### src/rtl/serial_adder.sv
module serial_adder #(
  parameter int W = 8
) (
  input  logic         clk,
  input  logic         rst,
  input  logic         load,
  input  logic [W-1:0] augend_in,
  input  logic [W-1:0] addend_in,
  input  logic         start,
  output logic         busy,
  output logic         done,
  output logic [W-1:0] sum,
  output logic         cout
);
  localparam int CW = $clog2(W + 1);

  logic [W-1:0]  a_q, b_q;
  logic          c_q, busy_q, done_q;
  logic [CW-1:0] cnt;

  wire x    = a_q[0];
  wire y    = b_q[0];
  wire s    = x ^ y ^ c_q;
  wire last = (cnt == CW'(W - 1));

  always_ff @(posedge clk) begin
    if (rst) begin
      a_q    <= '0;
      b_q    <= '0;
      c_q    <= 1'b0;
      busy_q <= 1'b0;
      done_q <= 1'b0;
      cnt    <= '0;
    end else if (!busy_q) begin
      if (load) begin
        a_q    <= augend_in;
        b_q    <= addend_in;
        c_q    <= 1'b0;
        done_q <= 1'b0;
        cnt    <= '0;
      end else if (start) begin
        c_q    <= 1'b0;
        done_q <= 1'b0;
        cnt    <= '0;
        busy_q <= 1'b1;
      end
    end else begin
      a_q <= {s, a_q[W-1:1]};
      b_q <= {y, b_q[W-1:1]};
      case ({x & y, ~x & ~y})
        2'b10:   c_q <= 1'b1;
        2'b01:   c_q <= 1'b0;
        default: c_q <= c_q;
      endcase
      cnt <= cnt + 1'b1;
      if (last) begin
        busy_q <= 1'b0;
        done_q <= 1'b1;
      end
    end
  end

  assign busy = busy_q;
  assign done = done_q;
  assign sum  = a_q;
  assign cout = c_q;
endmodule

### config.mk
export PLATFORM = sky130hd
export DESIGN_NAME = serial_adder
export DESIGN_NICKNAME = d
export VERILOG_FILES = /design/src/rtl/serial_adder.sv
export SDC_FILE = /design/constraint.sdc
export NUM_CORES = 1
export LEC_CHECK = 0
export BUFFER_PORTS_ARGS = -buffer_cell sky130_fd_sc_hd__buf_2
export CELL_PAD_IN_SITES_DETAIL_PLACEMENT = 0
export CELL_PAD_IN_SITES_GLOBAL_PLACEMENT = 1
export CORE_MARGIN = 5
export CORE_UTILIZATION = 30
export DETAILED_ROUTE_END_ITERATION = 7
export PLACE_DENSITY = 0.65
export SYNTH_ARGS = -nofsm -noshare
export SYNTH_HDL_FRONTEND = slang
export SYNTH_SLANG_ARGS = --single-unit
### constraint.sdc
create_clock -name clk -period 2.5 [get_ports clk]
set_input_delay 0.375 -clock clk [delete_from_list [all_inputs] [get_ports clk]]
set_output_delay 0.375 -clock clk [all_outputs]
set_load 0.02 [all_outputs]
# After elaboration in Yosys (flattened, before gate mapping)

Cells that the tools add are included.

Register bits: 23
Input port bits: 20
Output and inout port bits: 11
Word-level logic and storage cells: 39

Add/subtract/negate cells: 1
Equal/unequal tests: 5
Multiplexer cells: 17
Bitwise logic cells: 6
Reduce and logical (&&, ||, !) cells: 4

Operators by type and width:

| operator                                       | count |
|---|---|
| 2-to-1 mux 8 bit                               | 4 |
| 2-to-1 mux 4 bit                               | 3 |
| 2-to-1 mux 1 bit                               | 9 |
| adder 4 x 1 -> 4 bit (second input constant)   | 1 |
| == test 4 x 3 -> 1 bit (second input constant) | 1 |
| AND reduction 2 bit                            | 2 |
| != test 3 x 1 -> 1 bit (second input constant) | 1 |
| nonzero test 3 bit                             | 1 |
| AND 1 bit                                      | 2 |
| == test 2 x 1 -> 1 bit (second input constant) | 1 |
| == test 2 bit (second input constant)          | 1 |
| != test 2 x 1 -> 1 bit (second input constant) | 1 |
| inverter 1 bit                                 | 2 |
| case mux 1 bit (2 select lines)                | 1 |
| nonzero test 2 bit                             | 1 |
| bitwise XOR 1 bit                              | 2 |

# Logic depth before layout (Yosys ltp)

Depth after elaboration: 5
Mapped depth: 5
Depth with buffers taken out: 5

# Worst setup path after synthesis

Ideal clock, no wire load.

Path type: flip-flop to flip-flop
Start point: register a_q[0] (netlist: sum[0])
End point: register a_q[7] (netlist: sum[7])
Library setup time: 86 ps
Arrival time: 1,145 ps
Required time: 2,414 ps
Path slack: 1,269 ps
Cell stages (with the launch flop): 5
Path buffers: 0
Period minus slack after synthesis: 1,231 ps
Path through: dfxtp_1 > inv_1 > ha_1 > xnor2_1 > a211oi_1

Cells in the longest elaborated chain, start to end: 3

Ends and longest elaborated chain:

| what                           | RTL line | text |
|---|---|---|
| from (decl)                    | 17       | `logic [W-1:0] a_q, b_q;` |
| from (signal assigned)         | 36       | `a_q <= augend_in;` |
| from (signal assigned)         | 48       | `a_q <= {s, a_q[W-1:1]};` |
| bitwise XOR 1 bit (2 in a row) | 23       | `wire s = x ^ y ^ c_q;` |
| 2-to-1 mux 8 bit               | 34       | `end else if (!busy_q) begin` |

Every way passes these cells.
A chain may end at the register's enable or synchronous reset.

# Worst setup path after layout

Start point: register busy_q (netlist: busy)
End point: output busy

RTL lines:

| what                   | RTL line | text |
|---|---|---|
| from (decl)            | 18       | `logic c_q, busy_q, done_q;` |
| from (signal assigned) | 31       | `busy_q <= 1'b0;` |
| from (signal assigned) | 45       | `busy_q <= 1'b1;` |
| from (signal assigned) | 57       | `busy_q <= 1'b0;` |
| to (decl)              | 10       | `output logic busy,` |

No word-level cell between the ends.

==> metrics.md <==
| Metric | Value |
|---|---|
| Vias/cell | `4.594` |
| Maximum Capacitance Violations | `0` |
| Number of synthesis warnings | `0` |
| Antenna Violating Nets Remaining | `0` |
| Top-count cell post-synth | `dfxtp_1` |
| CTS tree | `built` |
| Worst vdd ir | `0.1999 mV` |
| Syn_area_per_cell | `10.47 sq um` |
| CTS Hold Bufs | `0` |
| Complex-gate fraction of the synthesized area | `0.07684` |
| Vias in the first global route | `822` |
| Unique masters post-synth | `25` |
| Clock skew | `1.132 ps` |
| DRC Markers | `0` |
| Worst slew margin | `0.6063` |
| CP required | `2120 ps` |
| Pre-CTS worst setup slack | `954.9 ps` |
| Total power | `781.3 uW` |
| CP arrival | `1060 ps` |
| Number of DRC markers in iteration 0 | `36` |
| Critical path's slowest cell | `dfxtp_1` |
| Input/output buffers | `30` |
| Worst setup margin | `1063 ps` |
| Syn Nets | `135` |
| Register area share after synthesis | `0.3927` |
| Fin nets | `163` |
| Clock transition at path regs | `80 ps` |
| Drt pass-1 iters | `3` |
| Largest family of logic cells by synthesized area | `multiplexers` |
| Antenna Cells | `0` |
| CTS Root Cell | `clkbuf_8` |
| # fillers | `381` |
| Startpoint Class | `flip-flop` |
| CORE AREA | `3716 sq um` |
| Die Ht | `72.52 um` |
| Initial Util | `0.3155` |
| Initial antenna violation count | `0` |
| Area of the multi-input gates | `648.1 sq um` |
| Leakage | `0.0006155 uW` |
| Clk buf depth | `2` |
| Status | `complete, no violations` |
| Final Hold Viols | `0` |
| Final worst path period need | `1437 ps` |
| Total gr overflow | `0` |
| Post-synth EDFFs | `0` |
| #FFs+latches synth | `23` |
| Routed vias | `859` |
| Type of the most critical hold path | `in2reg` |
| RSZ-0062 raised after global routing | `false` |
| Per-cell routed wire length | `12.44 um` |
| Final WL | `2327 um` |
| Top FF cell, synth | `dfxtp_1` |
| Post-synthesis cell count | `112` |
| Post-synthesis xor/xnor area fraction | `0.01494` |
| CP Cell Sequence | `buf_2` |
| Area growth syn-to-layout | `18.04%` |
| Synthesized-area fraction occupied by adder cells | `0.03202` |
| Hold_ws | `385.6 ps` |
| First-pass GRT wire length | `3726 um` |
| FP Rows | `22` |
| Max Clk Rate | `695.9 MHz` |
| Setup TNS | `0 ps` |
| Top-Level Pins | `31` |
| Total CTS buffers | `3` |
| Clock Sinks | `23` |
| Pin count of the biggest net entering global routing | `24` |
| RD Place Congestion | `0.6633` |
| CP bufs+invs | `1` |
| Post-synth top cells | `dfxtp_1, nor2_1, mux2_4, mux2i_1, a21oi_1` |
| Period utilization | `0.5748` |
| Final setup viols | `0` |
| Async SR Flop Fraction | `0` |
| Critical path type | `reg2out` |
| Worst skew pair latency | `270 ps` |
| Die X | `72.52 um` |
| Synth area leaders | `dfxtp_1, mux2_4, mux2i_1` |
| Post-cts sizing count | `0` |
| Die area | `5258 sq um` |
| Yosys top cell area share | `0.3927` |
| Largest fanout on the critical path | `13` |
| Cell family with most CP delay | `flip-flops` |
| Power per cell area | `564.6 nW/um^2` |
| H-tree depth | `1` |
| Fin util | `0.3724` |
| Tot GR Track Use | `0.09109` |
| CP Capture Type | `primary output` |
| Slew @ Worst Pin | `590.5 ps` |
| Share of synthesized area spent on multiplexers | `0.2988` |
| Max stage delay on crit path | `550 ps` |
| Share of cells above drive strength 1 | `0.3597` |
| Post-Synth Simple-Gate Area | `0.1302` |
| Mapped Area | `1172 sq um` |
| Detail Placement HPWL | `1688 um` |
| Post-CTS setup buffers | `0` |
| Max-slew violations | `0` |
| Area leader, netlist | `dfxtp_1` |
| Reg area | `460.4 sq um` |
cell families after synthesis:
logic type / count (synthesis)
XOR/XNOR: 2
flip-flops: 23
AND/OR/NAND/NOR: 30
multiplexers: 28
buffers and inverters: 11
adder cells (fa/ha/maj): 3
AO/OA/AOI/OAI: 15
per-stage QoR:
stage / cells / area [sq um]
2_1_floorplan: 112 / 1172
3_3_place_gp: 183 / 1338
3_5_place_dp: 183 / 1338
4_1_cts: 187 / 1384
5_1_grt: 187 / 1384
6_report: 187 / 1384
cell usage in the layout (no fill, tap or decap):
cell type  count
nor2b_1        2
nor2_4         1
buf_4          1
nor2_1        15
a21oi_1        7
o211ai_1       2
a211oi_1       4
mux2_4        14
nand2b_1       1
o21ai_1        1
clkinv_2       1
inv_1          3
mux2i_1       14
ha_1           3
nand3b_1       4
nand4_1        1
buf_2         30
or2_0          1
nand2_1        4
xor2_1         1
o21ai_0        1
xnor2_1        1
dfxtp_1       23
clkbuf_8       3
nand4b_1       1
tightest hold or removal path, cell delays in order:
cell	delay [ps]
buf_2	120
nand2_1	60
a21oi_1	50
final timing paths:
path	startpoint	slack, ps	cells after the start	endpoint
setup / recovery	busy$_SDFF_PP0_	1060	1	busy
hold / removal	start	390	3	busy$_SDFF_PP0_
setup reg to reg	busy$_SDFF_PP0_	1160	3	sum[2]$_SDFFE_PP0P_
hold reg to reg	done$_SDFFE_PP0P_	480	2	done$_SDFFE_PP0P_
cell type report:
class	count	area share
multi-input cells	78	0.4684
inverters	3	0.008137
clock inverters	1	0.003617
clock buffers	3	0.02984
well taps	48	0.04340
repair buffers	31	0.1139
flip-flops and latches	23	0.3327
where the power goes:
| group | internal, uW | switching [uW] | total [uW] | leakage, uW |
|---|---|---|---|---|
| sequential | 388 | 17.6 | 405 | 0.000189 |
| combinational | 76.0 | 68.3 | 144 | 0.000401 |
| clock | 111 | 120 | 232 | 0.0000255 |
| total | 575 | 206 | 781 | 0.000616 |
state kept, by name (all words and copies together), names as in the netlist:
signal	cells
busy	1
done	1
sum	8
cout	1
cnt	4
b_q	8
per-layer routing:
metal | vias to the layer above | wire length (um) | global-route usage | part of all wire
met2 | 22 | 1012 | 0.1335 | 0.43
met1 | 391 | 1140 | 0.1241 | 0.49
li1 | 441 | - | - | -
met4 | 0 | 49 | 0.04918 | 0.021
met3 | 5 | 125 | 0.01939 | 0.054
met5 | - | 0 | 0 | 0
Note: power is estimated with default switching activity, not from simulation.
